**src/rtl/extint_pkg.sv**
```systemverilog
package extint_pkg;
  localparam int ADDR_W = 4;

  typedef enum logic [ADDR_W-1:0] {
    RA_EN_SET   = 4'd0,
    RA_EN_CLR   = 4'd1,
    RA_MSK_SET  = 4'd2,
    RA_MSK_CLR  = 4'd3,
    RA_FLAGS    = 4'd4,
    RA_FLAG_CLR = 4'd5,
    RA_MODE     = 4'd6,
    RA_EDGE     = 4'd7,
    RA_LEVEL    = 4'd8,
    RA_FILT     = 4'd9,
    RA_ASYNC    = 4'd10
  } reg_addr_e;
endpackage

```
**src/rtl/extint_sync.sv**
```systemverilog
// Per-line synchronizer with optional majority-free persistence filter.
module extint_sync #(
  parameter int SYNC_STAGES = 2,
  parameter int FILT_LEN    = 3
) (
  input  logic clk,
  input  logic rst_n,
  input  logic pin_i,
  input  logic filt_en_i,
  output logic clean_o
);
  localparam int CW = (FILT_LEN > 1) ? $clog2(FILT_LEN) : 1;
  localparam logic [CW-1:0] CNT_LAST = CW'(FILT_LEN - 1);

  logic [SYNC_STAGES-1:0] chain_q;
  logic                   synced;
  logic                   filt_q;
  logic [CW-1:0]          cnt_q;

  always_ff @(posedge clk or negedge rst_n) begin
    if (!rst_n) chain_q <= '0;
    else        chain_q <= {chain_q[SYNC_STAGES-2:0], pin_i};
  end

  assign synced = chain_q[SYNC_STAGES-1];

  // Filtered level moves only after FILT_LEN consecutive differing samples.
  always_ff @(posedge clk or negedge rst_n) begin
    if (!rst_n) begin
      filt_q <= 1'b0;
      cnt_q  <= '0;
    end else if (synced == filt_q) begin
      cnt_q <= '0;
    end else if (cnt_q == CNT_LAST) begin
      filt_q <= synced;
      cnt_q  <= '0;
    end else begin
      cnt_q <= cnt_q + 1'b1;
    end
  end

  assign clean_o = filt_en_i ? filt_q : synced;
endmodule

```
**src/rtl/extint_detect.sv**
```systemverilog
// Per-line trigger decision for the clocked and unclocked paths.
module extint_detect (
  input  logic clk,
  input  logic rst_n,
  input  logic raw_i,
  input  logic clean_i,
  input  logic en_i,
  input  logic level_mode_i,
  input  logic edge_pol_i,
  input  logic level_pol_i,
  input  logic async_i,
  output logic trig_o,
  output logic wake_o
);
  logic prev_q;
  logic async_pol;
  logic async_act;
  logic sync_act;

  always_ff @(posedge clk or negedge rst_n) begin
    if (!rst_n) prev_q <= 1'b0;
    else        prev_q <= clean_i;
  end

  // Unclocked path: an edge setting is read as the active level.
  assign async_pol = level_mode_i ? level_pol_i : edge_pol_i;
  assign async_act = (raw_i == async_pol);

  always_comb begin
    if (level_mode_i)    sync_act = (clean_i == level_pol_i);
    else if (edge_pol_i) sync_act = clean_i & ~prev_q;
    else                 sync_act = ~clean_i & prev_q;
  end

  assign trig_o = en_i & (async_i ? async_act : sync_act);
  assign wake_o = en_i & async_i & async_act;
endmodule

```
**src/rtl/extint_regs.sv**
```systemverilog
// Register file and sticky flags.
module extint_regs
  import extint_pkg::*;
#(
  parameter int NW = 5
) (
  input  logic              clk,
  input  logic              rst_n,
  input  logic              wr_en_i,
  input  logic [ADDR_W-1:0] addr_i,
  input  logic [NW-1:0]     wdata_i,
  input  logic [NW-1:0]     trig_i,
  output logic [NW-1:0]     rdata_o,
  output logic [NW-1:0]     en_o,
  output logic [NW-1:0]     mask_o,
  output logic [NW-1:0]     mode_o,
  output logic [NW-1:0]     edge_o,
  output logic [NW-1:0]     level_o,
  output logic [NW-1:0]     filt_o,
  output logic [NW-1:0]     async_o,
  output logic [NW-1:0]     flags_o
);
  logic [NW-1:0] en_q, mask_q, mode_q, edge_q, level_q, filt_q, async_q, flags_q;
  logic [NW-1:0] clr_vec;

  assign clr_vec = (wr_en_i && addr_i == RA_FLAG_CLR) ? wdata_i : '0;

  always_ff @(posedge clk or negedge rst_n) begin
    if (!rst_n) begin
      en_q    <= '0;
      mask_q  <= '0;
      mode_q  <= '0;
      edge_q  <= '0;
      level_q <= '0;
      filt_q  <= '0;
      async_q <= '0;
    end else if (wr_en_i) begin
      case (addr_i)
        RA_EN_SET:  en_q    <= en_q | wdata_i;
        RA_EN_CLR:  en_q    <= en_q & ~wdata_i;
        RA_MSK_SET: mask_q  <= mask_q | wdata_i;
        RA_MSK_CLR: mask_q  <= mask_q & ~wdata_i;
        RA_MODE:    mode_q  <= wdata_i;
        RA_EDGE:    edge_q  <= wdata_i;
        RA_LEVEL:   level_q <= wdata_i;
        RA_FILT:    filt_q  <= wdata_i;
        RA_ASYNC:   async_q <= wdata_i;
        default:    ;
      endcase
    end
  end

  // A new trigger wins over a clear in the same cycle.
  always_ff @(posedge clk or negedge rst_n) begin
    if (!rst_n) flags_q <= '0;
    else        flags_q <= (flags_q & ~clr_vec) | trig_i;
  end

  always_comb begin
    case (addr_i)
      RA_EN_SET, RA_EN_CLR:   rdata_o = en_q;
      RA_MSK_SET, RA_MSK_CLR: rdata_o = mask_q;
      RA_FLAGS:               rdata_o = flags_q;
      RA_MODE:                rdata_o = mode_q;
      RA_EDGE:                rdata_o = edge_q;
      RA_LEVEL:               rdata_o = level_q;
      RA_FILT:                rdata_o = filt_q;
      RA_ASYNC:               rdata_o = async_q;
      default:                rdata_o = '0;
    endcase
  end

  assign en_o    = en_q;
  assign mask_o  = mask_q;
  assign mode_o  = mode_q;
  assign edge_o  = edge_q;
  assign level_o = level_q;
  assign filt_o  = filt_q;
  assign async_o = async_q;
  assign flags_o = flags_q;
endmodule

```
**src/rtl/extint_ctrl.sv**
```systemverilog
module extint_ctrl
  import extint_pkg::*;
#(
  parameter int NUM_LINES   = 4,
  parameter int SYNC_STAGES = 2,
  parameter int FILT_LEN    = 3
) (
  input  logic                 clk,
  input  logic                 rst_n,
  input  logic [NUM_LINES:0]   pin_i,
  input  logic                 wr_en_i,
  input  logic [ADDR_W-1:0]    addr_i,
  input  logic [NUM_LINES:0]   wdata_i,
  output logic [NUM_LINES:0]   rdata_o,
  output logic                 irq_o,
  output logic                 nmi_o,
  output logic                 wake_o
);
  localparam int NW  = NUM_LINES + 1;
  localparam int NMI = NUM_LINES;

  logic [NW-1:0] en_q, mask_q, mode_q, edge_q, level_q, filt_q, async_q, flags_q;
  logic [NW-1:0] clean_vec, trig_vec, wake_vec;

  extint_regs #(.NW(NW)) u_regs (
    .clk(clk), .rst_n(rst_n), .wr_en_i(wr_en_i), .addr_i(addr_i),
    .wdata_i(wdata_i), .trig_i(trig_vec), .rdata_o(rdata_o),
    .en_o(en_q), .mask_o(mask_q), .mode_o(mode_q), .edge_o(edge_q),
    .level_o(level_q), .filt_o(filt_q), .async_o(async_q), .flags_o(flags_q)
  );

  for (genvar i = 0; i < NW; i++) begin : g_line
    extint_sync #(.SYNC_STAGES(SYNC_STAGES), .FILT_LEN(FILT_LEN)) u_sync (
      .clk(clk), .rst_n(rst_n), .pin_i(pin_i[i]),
      .filt_en_i(filt_q[i]), .clean_o(clean_vec[i])
    );
    extint_detect u_det (
      .clk(clk), .rst_n(rst_n), .raw_i(pin_i[i]), .clean_i(clean_vec[i]),
      .en_i(en_q[i]), .level_mode_i(mode_q[i]), .edge_pol_i(edge_q[i]),
      .level_pol_i(level_q[i]), .async_i(async_q[i]),
      .trig_o(trig_vec[i]), .wake_o(wake_vec[i])
    );
  end

  assign irq_o  = |(flags_q[NUM_LINES-1:0] & mask_q[NUM_LINES-1:0]);
  assign nmi_o  = flags_q[NMI];
  assign wake_o = (|wake_vec) | (|flags_q);
endmodule

```
**config.mk**
```make
export PLATFORM = sky130hd
export DESIGN_NAME = extint_ctrl
export DESIGN_NICKNAME = d
export VERILOG_FILES = /design/src/rtl/extint_pkg.sv /design/src/rtl/extint_sync.sv /design/src/rtl/extint_detect.sv /design/src/rtl/extint_regs.sv /design/src/rtl/extint_ctrl.sv
export SDC_FILE = /design/constraint.sdc
export NUM_CORES = 1
export LEC_CHECK = 0
export ABC_AREA = 1
export BUFFER_PORTS_ARGS = -buffer_cell sky130_fd_sc_hd__buf_2
export CORE_MARGIN = 3
export CORE_UTILIZATION = 60
export CTS_BUF_LIST = sky130_fd_sc_hd__clkbuf_16
export CTS_CLUSTER_DIAMETER = 200
export DETAILED_ROUTE_END_ITERATION = 12
export PLACE_DENSITY = 0.79
export SYNTH_ARGS = -nofsm -noshare
export SYNTH_HDL_FRONTEND = slang
export SYNTH_SLANG_ARGS = --single-unit
```
**constraint.sdc**
```tcl
create_clock -name clk -period 2.8 [get_ports clk]
set_clock_uncertainty 0.1 [all_clocks]
set_input_delay 0.28 -clock clk [delete_from_list [all_inputs] [get_ports clk]]
set_output_delay 0.28 -clock clk [all_outputs]
set_load 0.01 [all_outputs]
```
==> results.toml, run 1 <==
[status]
outcome = "finished, final reports clean"

[worst_setup_path]
critPathKind = "flop to output port"
worstPathRequired_ps = 2420
crit_buf_inv = 1
worst_setup_path_start_kind = "flop"
cp_cell_sequence = "or2_2 > nor3_1 > nand2_1 > nor2_1 > nand2_1 > buf_2"
worst-r2r-cell-count = 6
worst_ep_arrival_time_ps = 1710
max_stage_delay_ps = 440
crit_slowest_cell = "dfrtp_1"
path_depth = 6
cpMostUsedCell = "nand2_1"
end_kind = "output port"
critical-path-top-delay-family = "simple AND/OR/NAND/NOR gates"
crit_fanout = 4

[synthesis]
seq_area_frac_synth_pct = 50.7
netlist_top_cells_area = "dfrtp_1, nand2_1, o21ai_0"
ys_ff_latch = 70
synth_top_area_share_pct = 50.7
syn_nets = 466
syn_area_per_cell_sq_um = 7.69
yosys_warnings = 0
synthCells = 449
netlist_area_sq_mm = 0.00345
yosysUniqueCellTypes = 24
synth_top_area_cell = "dfrtp_1"

[pwr]
powerDensity_mw_per_mm2 = 796
power_mw = 3.18
vdd_ir_drop_max_v = 0.000548
leakage_nw = 2.02

[clocking]
cts_setup_buffers = 0
cts_resized = 0
cts_hold_buf = 6
cts_tree = "built"
clkLatencyLatePin_ps = 330
cts_buffer_depth = 2
htree_levels = 3
ctsRootBufferMaster = "clkbuf_16"
numClockSinks = 70
cts.clk_slew.worst_paths_ps = 50
numCtsBuffers = 9

[routing]
vias = 3082
ant_nets = 0
wl_um = 8140
wl_per_cell_um = 14.4
drc_errors = 0
drt_first_pass_iters = 5
vias_per_cell = 5.46
drt-initial-drc-count = 281

[die]
num_rows = 26
fp.coreArea_sq_mm = 0.00534
die_w_um = 81.9
dieArea_sq_mm = 0.00670
initial_utilization_pct = 64.7
die_h_um = 81.9
io_pins = 25

[sta]
relSlewSlack_pct = 53.9
min_period_ps = 2090
worst_slew_pin_slew_ps = 691
max_freq_mhz = 477
period_share_pct = 74.8
tns_ps = 0
hold_viol_final = 0
slew_violations = 0
setup_viol = 0
rsz0062_at_grt = "false"

[placed_design]
globalplace.congestion = 0.867
port_buffers = 24
hpwl_um = 5530

[worst_hold_path]
min_path_cells = 3
hp-class = "input pin to flop"

[cells_and_area]
drive_gt1_share_pct = 10.5
multi_input_area_sq_mm = 0.00144
seq_area_sq_mm = 0.00175
area_growth_pct = 15.8
n_fill_cell = 436
fin_nets = 506
diodes = 0

[global_route]
grt_pass1_vias = 2873
grt_antenna_before_repair = 0
grt_max_degree = 42
grt_first_pass_wirelength_um = 13400
overflow = 0
track_usage_pct = 27.1

[run]
max-cap-violations = 0
==> report_power, final <==
group	switching [mW]	internal [mW]	leakage, nW
Combinational	0.450	0.276	1.07
Clock	0.422	0.590	0.126
Sequential	0.178	1.27	0.830
Total	1.05	2.13	2.02
==> per-stage QoR <==
stage               setup WS (ps)  hold WS [ps]  instance area, sq um  util, %  std cells
finish                        706           127                  4000     74.9        564
global placement             1000           232                  3670     68.8        542
floorplan                    1310          -116                  3450        -        449
global route                  691           158                  4000     74.9        564
CTS                           741           128                  4000     74.9        564
detailed placement            963           236                  3670     68.8        542
==> worst min-delay path, cell delays in order <==
cell and delay [ps]:
buf_2 130, nand2_1 50, o21ai_0 60
==> cell usage in the layout, fill, tap and decap left out, types with 5 or more instances in the layout <==
| cell | instances |
|---|---|
| clkbuf_16 | 9 |
| nor3_1 | 11 |
| o21ai_0 | 51 |
| nand2_1 | 144 |
| buf_2 | 24 |
| dlygate4sd3_1 | 6 |
| dfrtp_1 | 70 |
| inv_1 | 66 |
| nor2_1 | 36 |
| xnor2_1 | 5 |
| nand3b_1 | 5 |
| o21ai_1 | 10 |
| nand3_1 | 25 |
==> metal layers <==
layer | global-route usage [%] | up-vias | wire length, um
met5 | 0 | - | 0
met2 | 43.6 | 152 | 3850
met3 | 4.82 | 21 | 728
li1 | - | 1505 | -
met4 | 12.5 | 0 | 187
met1 | 35.7 | 1404 | 3370
==> cells by family after synthesis <==
logic type                synth area share (%)
buffers and inverters                     7.57
DFF                                       50.7
xor gates and xnor gates                  1.27
AOI/OAI and AO/OA                         9.32
muxes                                     1.16
and+or+nand+nor                           29.9
==> cell usage after synthesis <==
cell type  instances
a21oi_1            2
buf_2              1
clkbuf_2           1
dfrtp_1           70
inv_1             66
inv_2              1
mux2i_1            4
nand2_1          144
nand2_2            2
nand2_4            1
nand3_1           25
nand3b_1           5
nand4_1            4
nand4_4            1
nor2_1            36
nor2_2             4
nor2_4             2
nor3_1            11
nor3_4             1
o21ai_0           51
o21ai_1           10
o22ai_1            1
or2_2              1
xnor2_1            5
==> worst paths after layout <==
kind,slack (ps),from,end
max,710,u_regs.flags_o[1]$_DFF_PN0_,wake_o
min,130,wdata_i[4],u_regs.mode_o[4]$_DFFE_PN0P_
max reg2reg,1570,g_line[1].u_sync.chain_q[1]$_DFF_PN0_,u_regs.flags_o[1]$_DFF_PN0_
min reg2reg,250,g_line[4].u_sync.chain_q[0]$_DFF_PN0_,g_line[4].u_sync.chain_q[1]$_DFF_PN0_
max in group asynchronous,1520,rst_n,asynchronous set/reset pin
min in group asynchronous,430,rst_n,g_line[0].u_sync.filt_q$_DFFE_PN0P_
==> cell type report <==
type / instances / area share, %
clock buffer: 9 / 5.64
clock inverter: 7 / 1.03
inverter: 67 / 6.29
multi-input combinational: 310 / 36.0
sequential: 70 / 43.8
tap: 70 / 2.19
timing repair buffer: 31 / 5.01
(Power assumes the default switching activity.)
==> run 2, diff against run 1 <==
==> constraint.sdc (replaced) <==
create_clock -name clk -period 2.2 [get_ports clk]
set_clock_uncertainty 0.1 [all_clocks]
set_input_delay 0.22 -clock clk [delete_from_list [all_inputs] [get_ports clk]]
set_output_delay 0.22 -clock clk [all_outputs]
set_load 0.01 [all_outputs]
==> run 2 against run 1 <==
Effect of this change:
- global-route usage down 0.86 points
- via count down 1.7%
- utilization up 0.75 points
- critical endpoint unchanged
- flip-flop and latch count unchanged
==> results.toml, run 2 (synthesized netlist as in run 1, its figures left out) <==
[clocking]
numClockSinks = 70
htree_levels = 3
cts.clk_slew.worst_paths_ps = 50
cts_buffer_depth = 2
numCtsBuffers = 9
cts_setup_buffers = 0
cts_tree = "built"
clkLatencyLatePin_ps = 320
ctsRootBufferMaster = "clkbuf_16"

[worst_hold_path]
hp-class = "input pin to flop"

[cells_and_area]
final_cell_mix = "nand2_1, dfrtp_1, inv_1"
seq_area_sq_mm = 0.00175
area_growth_pct = 16.9
n_fill_cell = 390
fin_nets = 506
diodes = 0
multi_input_area_sq_mm = 0.00144
mostFrequentLayoutCell = "nand2_1"
drive_gt1_share_pct = 10.3

[sta]
slew_violations = 0
relSlewSlack_pct = 61.1
max_freq_mhz = 502
setup_viol = 0
min_period_ps = 1990
holdWs_ps = 76.4
worst_slew_pin_slew_ps = 582
period_share_pct = 90.5
rsz0062_at_grt = "false"
fin_ws_ps = 210
tns_ps = 0
hold_viol_final = 0

[worst_setup_path]
end_kind = "output port"
worst_setup_path_start_kind = "flop"
critPathKind = "flop to output port"
worst_ep_arrival_time_ps = 1670
worstPathRequired_ps = 1880
crit_fanout = 4

[die]
die_w_um = 81.9
die_h_um = 81.9
io_pins = 25
dieArea_sq_mm = 0.00670
initial_utilization_pct = 64.7
num_rows = 26
fp.coreArea_sq_mm = 0.00534

[placed_design]
detailedPlace.worstSlack_ps = 491
hpwl_um = 5320
globalplace.congestion = 0.894
port_buffers = 24

[pwr]
vdd_ir_drop_max_v = 0.000675
leakage_nw = 2.06
power_mw = 4.23
powerDensity_mw_per_mm2 = 1050

[run]
max-cap-violations = 0

[global_route]
use_met1_pct = 34.8
use_met3_pct = 6.47
overflow = 0
track_usage_pct = 26.2
grt_first_pass_wirelength_um = 13000
use_met2_pct = 42.2
grt_pass1_vias = 2824
grt_max_degree = 71
grt_antenna_before_repair = 0
grt_busiest_layer = "met2"

[routing]
wl_per_cell_um = 13.9
drc_errors = 0
drt_first_pass_iters = 5
ant_nets = 0
wl_um = 7820
vias = 3030
drt-initial-drc-count = 264
vias_per_cell = 5.37

[status]
outcome = "finished, final reports clean"
-- run 2: area by class of cell --
cell class / instances / share of cell area, %
clock inverters: 7 / 2.01
repair buffers: 31 / 4.96
inverters: 67 / 6.23
multi-input cells: 310 / 35.6
clock buffers: 9 / 5.58
well taps: 70 / 2.17
flip-flops and latches: 70 / 43.4
-- run 2: critical path, cell delays in order, from the launching register on --
cell	delay (ps)
dfrtp_1	430
or2_2	300
nor3_1	140
nand2_1	80
nor2_1	170
nand2_1	90
buf_2	140
-- run 2: power by group --
group          leakage (nW)  internal (mW)  switching [mW]
clock network         0.159          0.975           0.505
registers             0.830           1.61           0.226
logic                  1.07          0.351           0.560
-- run 2: worst paths after layout --
kind                       slack [ps]  cells after the start                                   from                               endpoint
max reg2reg                      1010                      6    g_line[1].u_sync.filt_q$_DFFE_PN0P_            u_regs.flags_o[1]$_DFF_PN0_
min in group asynchronous         350                      3                                  rst_n    g_line[0].u_sync.cnt_q[1]$_DFF_PN0_
min                                80                      3                             wdata_i[3]           u_regs.filt_o[3]$_DFFE_PN0P_
min reg2reg                       240                      0  g_line[4].u_sync.chain_q[0]$_DFF_PN0_  g_line[4].u_sync.chain_q[1]$_DFF_PN0_
max                               210                      6            u_regs.flags_o[0]$_DFF_PN0_                                 wake_o
max in group asynchronous        1370                      3                                  rst_n           u_regs.mode_o[2]$_DFFE_PN0P_
-- run 2: per-stage QoR --
stage / std cells / instance area, sq um / util [%]
2_1_floorplan: 449 / 3450 / -
3_3_place_gp: 542 / 3670 / 68.8
3_5_place_dp: 542 / 3670 / 68.8
4_1_cts: 564 / 4040 / 75.7
5_1_grt: 564 / 4040 / 75.7
6_report: 564 / 4040 / 75.7
-- run 2: repair_timing --
action	CTS	global route
endpoints found under the hold margin	75	0
hold buffers	6	0
resized for setup	0	0
endpoints found under the setup margin	0	0
-- run 2: metal layers --
| layer | share of wire [%] | routed length (um) | vias to the layer above |
|---|---|---|---|
| met5 | 0 | 0 | - |
| met1 | 43 | 3330 | 1379 |
| li1 | - | - | 1496 |
| met2 | 47 | 3690 | 137 |
| met3 | 7.8 | 608 | 18 |
| met4 | 2.4 | 188 | 0 |
